===== config.mk =====
export PLATFORM = sky130hd
export DESIGN_NAME = lcdr_ram_loader
export DESIGN_NICKNAME = d
export VERILOG_FILES = /design/src/rtl/lcdr_pkg.sv /design/src/rtl/lcdr_ptr_track.sv /design/src/rtl/lcdr_bit_feed.sv /design/src/rtl/lcdr_ram_loader.sv
export SDC_FILE = /design/constraint.sdc
export NUM_CORES = 1
export LEC_CHECK = 0
export CORE_UTILIZATION = 41
export DETAILED_ROUTE_END_ITERATION = 16
export PLACE_DENSITY_LB_ADDON = 0.3
export SLEW_MARGIN = 10
export SYNTH_ARGS = -nofsm -noshare
export SYNTH_HDL_FRONTEND = slang
export SYNTH_SLANG_ARGS = --single-unit

===== constraint.sdc =====
create_clock -name clk -period 2.9 [get_ports clk]
set_input_delay 0.435 -clock clk [delete_from_list [all_inputs] [get_ports clk]]
set_output_delay 0.435 -clock clk [all_outputs]
set_load 0.005 [all_outputs]

===== src/rtl/lcdr_pkg.sv =====
package lcdr_pkg;
  typedef enum logic [1:0] {
    DRV_STATIC = 2'b00,
    DRV_MUX2   = 2'b01,
    DRV_MUX3   = 2'b10,
    DRV_MUX4   = 2'b11
  } drive_e;

  localparam int unsigned BYTE_BITS = 8;
  localparam int unsigned CELL_BITS = 4;
endpackage


===== src/rtl/lcdr_ptr_track.sv =====
module lcdr_ptr_track #(
  parameter int unsigned NUM_ADDR = 24,
  parameter int unsigned SUB_W    = 3,
  localparam int unsigned PTR_W   = $clog2(NUM_ADDR)
) (
  input  logic             clk,
  input  logic             rst_n,
  input  logic             ptr_load,
  input  logic [PTR_W-1:0] ptr_value,
  input  logic             sub_load,
  input  logic [SUB_W-1:0] sub_value,
  input  logic             step,
  input  logic [SUB_W-1:0] hw_subaddr,
  output logic [PTR_W-1:0] ptr,
  output logic [SUB_W-1:0] sub,
  output logic             match
);
  localparam logic [PTR_W-1:0] LAST = PTR_W'(NUM_ADDR - 1);

  logic [PTR_W-1:0] ptr_q;
  logic [SUB_W-1:0] sub_q;
  logic             at_end;
  logic             wrap_evt;
  logic [PTR_W-1:0] load_clamped;

  // Overflow is judged on the current pointer; a load in the same cycle
  // replaces the advance and suppresses the counter bump.
  assign at_end       = (ptr_q >= LAST);
  assign wrap_evt     = step && !ptr_load && at_end;
  assign load_clamped = (ptr_value > LAST) ? '0 : ptr_value;

  always_ff @(posedge clk) begin
    if (!rst_n) begin
      ptr_q <= '0;
    end else if (ptr_load) begin
      ptr_q <= load_clamped;
    end else if (step) begin
      ptr_q <= at_end ? '0 : ptr_q + 1'b1;
    end
  end

  always_ff @(posedge clk) begin
    if (!rst_n) begin
      sub_q <= '0;
    end else if (sub_load) begin
      sub_q <= sub_value;
    end else if (wrap_evt) begin
      sub_q <= sub_q + 1'b1;
    end
  end

  assign ptr   = ptr_q;
  assign sub   = sub_q;
  assign match = (sub_q == hw_subaddr);
endmodule


===== src/rtl/lcdr_bit_feed.sv =====
module lcdr_bit_feed
  import lcdr_pkg::*;
#(
  parameter int unsigned BYTE_W = BYTE_BITS,
  parameter int unsigned CELL_W = CELL_BITS,
  localparam int unsigned CNT_W    = $clog2(BYTE_W + 1),
  localparam int unsigned BANK_OFS = CELL_W / 2
) (
  input  logic              clk,
  input  logic              rst_n,
  input  logic              take,
  input  logic [BYTE_W-1:0] byte_in,
  input  drive_e            mode_in,
  input  logic              bank_in,
  output logic              busy,
  output drive_e            mode_cur,
  output logic [CELL_W-1:0] cell_mask,
  output logic [CELL_W-1:0] cell_data
);
  logic [BYTE_W-1:0] sh_q;
  logic [CNT_W-1:0]  left_q;
  logic              busy_q;
  drive_e            mode_q;
  logic              bank_q;

  logic [CNT_W-1:0]  per_word;
  logic [CNT_W-1:0]  used;
  logic              last_word;
  logic              alt_bank;
  logic [CELL_W-1:0] raw_mask;
  logic [CELL_W-1:0] raw_data;

  // Bits per word equals the number of backplanes; the tail word of a
  // byte may take fewer (1:3 leaves two bits for the last word).
  assign per_word  = CNT_W'(mode_q) + CNT_W'(1);
  assign used      = (left_q < per_word) ? left_q : per_word;
  assign last_word = (left_q <= per_word);
  assign alt_bank  = bank_q && (mode_q == DRV_STATIC || mode_q == DRV_MUX2);

  for (genvar j = 0; j < CELL_W; j++) begin : g_lane
    assign raw_mask[j] = (CNT_W'(j) < used);
    assign raw_data[j] = raw_mask[j] & sh_q[BYTE_W-1-j];
  end

  assign cell_mask = alt_bank ? (raw_mask << BANK_OFS) : raw_mask;
  assign cell_data = alt_bank ? (raw_data << BANK_OFS) : raw_data;

  always_ff @(posedge clk) begin
    if (!rst_n) begin
      sh_q   <= '0;
      left_q <= '0;
      busy_q <= 1'b0;
      mode_q <= DRV_MUX4;
      bank_q <= 1'b0;
    end else if (take) begin
      sh_q   <= byte_in;
      left_q <= CNT_W'(BYTE_W);
      busy_q <= 1'b1;
      mode_q <= mode_in;
      bank_q <= bank_in;
    end else if (busy_q) begin
      sh_q   <= sh_q << used;
      left_q <= left_q - used;
      if (last_word) busy_q <= 1'b0;
    end
  end

  assign busy     = busy_q;
  assign mode_cur = mode_q;
endmodule


===== src/rtl/lcdr_ram_loader.sv =====
module lcdr_ram_loader
  import lcdr_pkg::*;
#(
  parameter int unsigned NUM_ADDR = 24,
  parameter int unsigned SUB_W    = 3,
  localparam int unsigned PTR_W   = $clog2(NUM_ADDR)
) (
  input  logic                 clk,
  input  logic                 rst_n,
  input  logic                 in_valid,
  output logic                 in_ready,
  input  logic [BYTE_BITS-1:0] in_byte,
  input  logic [1:0]           drive_mode,
  input  logic                 in_bank,
  input  logic                 ptr_load,
  input  logic [PTR_W-1:0]     ptr_value,
  input  logic                 sub_load,
  input  logic [SUB_W-1:0]     sub_value,
  input  logic [SUB_W-1:0]     hw_subaddr,
  output logic                 wr_en,
  output logic [PTR_W-1:0]     wr_addr,
  output logic [CELL_BITS-1:0] wr_mask,
  output logic [CELL_BITS-1:0] wr_data,
  output logic                 selected
);
  logic             busy;
  logic             take;
  logic             match;
  drive_e           mode_q;
  logic [PTR_W-1:0] ptr_q;
  logic [SUB_W-1:0] sub_q;

  assign in_ready = !busy;
  assign take     = in_valid && !busy;

  lcdr_bit_feed #(
    .BYTE_W (BYTE_BITS),
    .CELL_W (CELL_BITS)
  ) u_feed (
    .clk       (clk),
    .rst_n     (rst_n),
    .take      (take),
    .byte_in   (in_byte),
    .mode_in   (drive_e'(drive_mode)),
    .bank_in   (in_bank),
    .busy      (busy),
    .mode_cur  (mode_q),
    .cell_mask (wr_mask),
    .cell_data (wr_data)
  );

  lcdr_ptr_track #(
    .NUM_ADDR (NUM_ADDR),
    .SUB_W    (SUB_W)
  ) u_ptr (
    .clk        (clk),
    .rst_n      (rst_n),
    .ptr_load   (ptr_load),
    .ptr_value  (ptr_value),
    .sub_load   (sub_load),
    .sub_value  (sub_value),
    .step       (busy),
    .hw_subaddr (hw_subaddr),
    .ptr        (ptr_q),
    .sub        (sub_q),
    .match      (match)
  );

  assign wr_en    = busy && match;
  assign wr_addr  = ptr_q;
  assign selected = match;
endmodule


==> metrics.csv, run 1 <==
stage,metric,value,unit
synth,synthArstFlopShare,0,
timing,worst_pin_slew,580,ps
layout,syn2layout_area_growth,51.6,%
synth,synth-edff-count,0,
routing,via_count,2010,
routing,post_drt_wl_per_cell,14.2,µm
worst_setup_path,worstPathArrival,2460,ps
global_route,grt_overflow_total,0,
timing,fin_crit,2900,ps
routing,finalWirelength,5130,µm
global_route,grt_pass1_wl,8650,µm
timing,setup_viol,0,
layout,layout.nets,350,
layout,fillCellCount,370,
synth,synthMuxAreaShare,0.0907,
worst_setup_path,startpoint,u_feed.mode_cur[0],
timing,rsz0062_at_grt,yes,
synth,synthSimpleGateAreaFrac,0.230,
synth,syn-instance-count,229,
worst_hold_path,hold_class,reg2reg,
routing,via_per_inst,5.55,
worst_setup_path,r2r-start,u_feed.mode_cur[0],
synth,synthesis.area,1850,µm²
run,cap_violations,0,
power_and_ir_drop,vdd_drop_max,0.219,mV
layout,layout_common_cells,"buf_4 (38), clkdlybuf4s50_1 (34), dfxtp_1 (22)",
floorplan,die_h,69.1,µm
timing,slew_viol_final,0,
clocking,cts_max_path_buffers,2,
synth,avgSynthCellArea,8.07,µm²
timing,fmax,345,MHz
worst_setup_path,cp_cell_sequence,"inv_2, ha_4, inv_2, ha_4, a211oi_4, nand2_4, buf_6, buf_4, mux2_4, nand2_4, and3_4, buf_6",
clocking,cts.sinks,24,
layout,n_antenna_cell,0,
worst_setup_path,crit_family,adder cells,
layout,mostFrequentLayoutCell,buf_4,
routing,dr.pass1.iters,4,
synth,yosys_warnings,0,
place,gp_congestion,0.871,
global_route,grt_max_degree,25,
clocking,ctsHoldBuffers,0,
synth,synth-adder-area-share,0.0907,
place,io_buffers,42,
routing,drc,0,
floorplan,core,4350,µm²
worst_setup_path,r2r_cells,15,
global_route,grt_usage,0.223,
floorplan,ios,43,
worst_setup_path,cp.required,2470,ps
floorplan,start_util,0.424,
worst_setup_path,start_kind,flop,
worst_hold_path,whs_path_depth,2,
worst_setup_path,path_depth,12,
place,dp_hpwl,3890,µm
worst_setup_path,reg2reg_slack,130,ps
clocking,cts_root_buffer,clkbuf_8,
routing,drt-initial-drc-count,107,
timing,maxSlewHeadroom,0.611,
floorplan,die_area,4780,µm²
clocking,clk_pin_slew_worst_paths,80,ps
synth,synth-main-ff-cell,dfxtp_1,
floorplan,die_x,69.1,µm
power_and_ir_drop,p_leak,0.00118,µW
routing,ant_nets,0,
synth,synth_top_family_by_area,compound AO/OA/AOI/OAI gates,
worst_setup_path,slowest_delay,360,ps
synth,synth_seq_cells,24,
worst_setup_path,critPathMaxFanout,4,
layout,stdcell_count,362,
global_route,antenna_found_initial,0,
layout,drive_gt1_frac,0.265,
power_and_ir_drop,finalPower,1870,µW
synth,ys_seq_area_frac,0.260,
worst_setup_path,r2r-end,u_feed.left_q[3],
worst_setup_path,slowest_stage,dfxtp_2,
clocking,cts_buffers,3,
clocking,clk_latency,280,ps
clocking,cts.htree.levels,1,
synth,synth-compound-area-share,0.253,
worst_setup_path,critPathBufInv,5,
worst_setup_path,worstSetupPathType,reg2out,
power_and_ir_drop,p_per_area,668,nW/µm²
layout,fin_util,0.643,
timing,skew,3.54,ps
global_route,grt_pass1_vias,1885,
floorplan,row_count,24,
timing,hold_violations,0,
worst_setup_path,setup.worst_path.end_class,output pin,
timing,period_share,0.999,
clocking,cts_tree,built,
worst_setup_path,crit_end,wr_data[0],
synth,synth_cell_types,54,
place,dp_cells,345,
run_status,status,"finished, final reports clean",
synth,synthXorXnorAreaFrac,0.0332,
synth,syn_nets,268,
-- power breakdown --
group / total, µW / internal (µW) / switching, µW / leakage [µW]
Combinational: 1220 / 666 / 556 / 0.000949
Sequential: 416 / 370 / 46.1 / 0.000197
Clock: 233 / 122 / 111 / 0.0000288
-- per-stage QoR --
| step | hold slack, ps | setup slack, ps | cell area, µm² | TNS [ps] |
|---|---|---|---|---|
| after detailed placement | 473 | -171 | 2540 | -747 |
| after global placement | 459 | -96.3 | 2540 | -191 |
| after global routing | 501 | -69.2 | 2800 | -111 |
| final | 489 | 1.74 | 2800 | 0 |
| after floorplan | 433 | 63.1 | 1870 | 0 |
| after CTS | 487 | -40.8 | 2730 | -59.1 |
-- repair_timing --
action	CTS	global route
gates resized for setup	31	25
buffers inserted	11	2
cloned	0	0
endpoints found under the setup margin	10	11
pin swaps	6	8
-- area by class of cell --
class                      count  area, µm²  share of cell area
clock buffer                   4       55.1              0.0197
inverter                      15       58.8              0.0210
multi-input combinational    184       1410               0.504
sequential                    24        483               0.172
tap                           52       65.1              0.0232
timing repair buffer          83        727               0.259
-- sequential cells by signal (all words and copies together), names as in the netlist --
register	cells
u_feed.mode_cur	2
u_feed.sh_q	8
u_ptr.ptr	5
u_ptr.sub	3
u_feed.busy	1
u_feed.left_q	4
u_feed.bank_q	1
-- cells by family (layout without fill, tap and decap cells) --
family / Yosys count / after routing
XOR/XNOR: 7 / 7
flip-flops: 24 / 24
buffers and inverters: 21 / 102
AO/OA/AOI/OAI: 68 / 68
adder cells (fa/ha/maj): 13 / 13
multiplexers: 14 / 14
AND/OR/NAND/NOR: 82 / 82
-- worst min-delay path, stage by stage, from the launching register on --
cell     delay, ps
dfxtp_1        330
nand2_1         60
a21oi_1         50
-- cells in the mapped netlist (3+ instances only) --
library cell	instances	area [µm²]
mux2i_1	10	100
o2bb2ai_1	4	35.0
nor2_1	14	52.6
a211oi_1	6	45.0
nand2_1	23	86.3
inv_1	12	45.0
and2_1	3	18.8
dfxtp_1	24	480
a31oi_1	5	31.3
clkbuf_1	5	18.8
a22oi_1	4	30.0
nand2b_1	6	37.5
a21o_1	3	22.5
and3_1	5	31.3
o21ai_0	8	40.0
xor2_1	7	61.3
nor3_1	8	40.0
a21oi_1	20	100
ha_1	11	138
nand3_1	6	30.0
-- per-layer routing --
| layer | part of all wire | routed length, µm | vias to the layer above | GRT usage |
|---|---|---|---|---|
| met1 | 0.46 | 2370 | 924 | 0.295 |
| met2 | 0.48 | 2440 | 65 | 0.360 |
| met3 | 0.040 | 204 | 10 | 0.0219 |
| li1 | - | - | 1011 | - |
| met5 | 0 | 0 | - | 0 |
| met4 | 0.023 | 116 | 0 | 0.109 |
-- worst min-delay path by stage --
stage	startpoint	slack [ps]	endpoint
final	u_feed.bank_q	490	u_feed.bank_q
after global routing	u_feed.bank_q	500	u_feed.bank_q
after CTS	u_feed.bank_q	490	u_feed.bank_q
after detailed placement	u_feed.bank_q	470	u_feed.bank_q
after global placement	u_feed.bank_q	460	u_feed.bank_q
after floorplan	u_feed.bank_q	430	u_feed.bank_q
(Power assumes the default switching activity.)
==> run 2: changes to the inputs <==
--- a/config.mk
+++ b/config.mk
@@ -5,6 +5,7 @@
 export SDC_FILE = /design/constraint.sdc
 export NUM_CORES = 1
 export LEC_CHECK = 0
+export ABC_CLOCK_PERIOD_IN_PS = 2900
 export CORE_UTILIZATION = 41
 export DETAILED_ROUTE_END_ITERATION = 16
 export PLACE_DENSITY_LB_ADDON = 0.3
==> results of run 2 <==
No change in the layout: final DEF, timing and power equal those of run 1.
==> run 3: changes to the inputs <==
--- a/config.mk
+++ b/config.mk
@@ -8,6 +8,7 @@
 export ABC_CLOCK_PERIOD_IN_PS = 2900
 export CORE_UTILIZATION = 41
 export DETAILED_ROUTE_END_ITERATION = 16
+export GPL_TIMING_DRIVEN = 0
 export PLACE_DENSITY_LB_ADDON = 0.3
 export SLEW_MARGIN = 10
 export SYNTH_ARGS = -nofsm -noshare
==> run 3 against run 2 <==
Compared with the run above:
- power up 6.2%
- via count grew 2.5%
- global-route usage grew 0.30 points
- register-to-register slack worse by 20 ps
- non-clock buffer count fell by 6
- routed wire length grew 6.4%
- combinational power is essentially flat
- critical path depth down 3
- first-iteration DRC count grew 37%
- setup slack gained 77 ps
- clock power rose by 28%
==> metrics.csv, run 3 (synthesis results as in run 1) <==
stage,metric,value,unit
place,dp_hpwl,3630,µm
worst_setup_path,worstSetupPathType,reg2out,
layout,largest_reg_flops,8,
routing,drc,0,
floorplan,die_area,4780,µm²
floorplan,ios,43,
global_route,grt_pass1_wl,8740,µm
timing,skew,8.18,ps
routing,post_drt_wl_per_cell,15.3,µm
worst_setup_path,r2r-end,u_feed.left_q[2],
worst_hold_path,min_to,u_feed.bank_q,
routing,finalWirelength,5460,µm
worst_setup_path,setup.worst_path.end_class,output pin,
worst_hold_path,hold_class,reg2reg,
clocking,cts_max_path_buffers,2,
worst_hold_path,whs_path_depth,2,
routing,via_count,2061,
place,gp_congestion,0.884,
worst_setup_path,r2r-start,u_feed.mode_cur[0],
worst_setup_path,critPathMaxFanout,5,
timing,layout_setup_ws,78.8,ps
clocking,ctsHoldBuffers,0,
worst_setup_path,cp.required,2470,ps
worst_hold_path,hold_start,u_feed.bank_q,
clocking,cts_tree,built,
clocking,clk_pin_slew_worst_paths,80,ps
timing,fin_tns_setup,0,ps
clocking,clk_latency,270,ps
timing,fin_crit,2820,ps
global_route,grt_usage,0.226,
place,dpl_worst_slack,-576,ps
power_and_ir_drop,vdd_drop_max,0.295,mV
timing,setup_viol,0,
place,dp_cells,323,
timing,rsz0062_at_grt,yes,
layout,syn2layout_area_growth,50.8,%
layout,n_antenna_cell,0,
routing,dr.pass1.iters,5,
layout,fillCellCount,380,
routing,drt-initial-drc-count,147,
timing,hold_violations,0,
timing,slew_viol_final,0,
floorplan,die_h,69.1,µm
floorplan,row_count,24,
global_route,antenna_found_initial,0,
clocking,cts.sinks,24,
timing,maxSlewHeadroom,0.497,
layout,layout_common_cells,"clkdlybuf4s50_1 (34), buf_4 (23), nand2_1 (21)",
layout,mostFrequentLayoutCell,clkdlybuf4s50_1,
floorplan,core,4350,µm²
timing,worst_pin_slew,749,ps
global_route,grt_pass1_vias,1948,
global_route,grt_max_degree,15,
worst_setup_path,start_kind,flop,
layout,top_register,u_feed.sh_q,
worst_setup_path,r2r_cells,14,
floorplan,start_util,0.424,
clocking,cts_buffers,3,
worst_setup_path,reg2reg_slack,110,ps
timing,period_share,0.973,
clocking,cts.htree.levels,1,
layout,layout.nets,344,
worst_setup_path,worstPathArrival,2390,ps
layout,drive_gt1_frac,0.234,
floorplan,die_x,69.1,µm
power_and_ir_drop,p_leak,0.00115,µW
place,io_buffers,42,
layout,stdcell_count,356,
clocking,cts_root_buffer,clkbuf_8,
global_route,grt_overflow_total,0,
run,cap_violations,0,
timing,fmax,354,MHz
run_status,status,"finished, final reports clean",
routing,ant_nets,0,
power_and_ir_drop,p_per_area,712,nW/µm²
routing,via_per_inst,5.79,
-- run 3: changes by cell type in the layout (fill, tap and decap cells not counted), sizes merged --
cell           change
dlygate4sd2        +1
bufinv             +1
clkbuf             +3
clkdlybuf4s15      -1
buf               -10
-- run 3: worst max path at each step --
stage                  startpoint                to
2_1_floorplan  u_feed.mode_cur[0]  u_feed.left_q[3]
3_3_place_gp   u_feed.mode_cur[0]        wr_data[2]
3_5_place_dp   u_feed.mode_cur[0]        wr_data[2]
4_1_cts        u_feed.mode_cur[0]        wr_data[0]
5_1_grt        u_feed.mode_cur[1]  u_feed.left_q[3]
6_report       u_feed.mode_cur[0]        wr_data[2]
-- run 3: metal layers --
metal	vias up	wire [µm]	track usage
met5	-	0	0
met4	0	189	0.102
met3	23	301	0.0307
met2	85	2670	0.392
met1	958	2300	0.275
li1	995	-	-
-- run 3: worst max-delay path, cell delays in order (launching register included) --
cell and delay (ps):
dfxtp_4 370, ha_4 180, inv_1 110, ha_4 230
a211o_1 350, o21ai_4 210, nand2_4 100, maj3_2 330
a21oi_2 110, buf_2 120
-- run 3: power breakdown --
part / total (µW) / leakage [µW] / switching [µW] / internal [µW]
Combinational: 1250 / 0.000912 / 576 / 677
Sequential: 434 / 0.000199 / 63.4 / 371
Clock: 298 / 0.0000357 / 113 / 185
-- run 3: metrics by stage --
step / hold slack (ps) / area (µm²) / utilization / power [µW]
finish: 475 / 2790 / 0.640 / 1990
global route: 499 / 2790 / 0.640 / 2110
CTS: 478 / 2630 / 0.605 / 1740
detailed placement: 459 / 2350 / 0.541 / 1240
global placement: 453 / 2350 / 0.541 / 1230
floorplan: 433 / 1870 / - / 965
-- run 3: layout make-up --
type                            count  area [µm²]  share of cell area
Buffer                              6        22.5             0.00808
Sequential cell                    24         488               0.175
Timing Repair Buffer               71         643               0.231
Inverter                           15        61.3              0.0220
Multi-Input combinational cell    184        1440               0.515
Clock buffer                        3        41.3              0.0148
Tap cell                           52        65.1              0.0233
Clock inverter                      1        30.0              0.0108
-- run 3: timing repair --
item | 4_1_cts | 5_1_grt
setup endpoints to repair | 13 | 11
gates resized for setup | 40 | 23
setup buffers | 20 | 10
pin swaps | 12 | 13
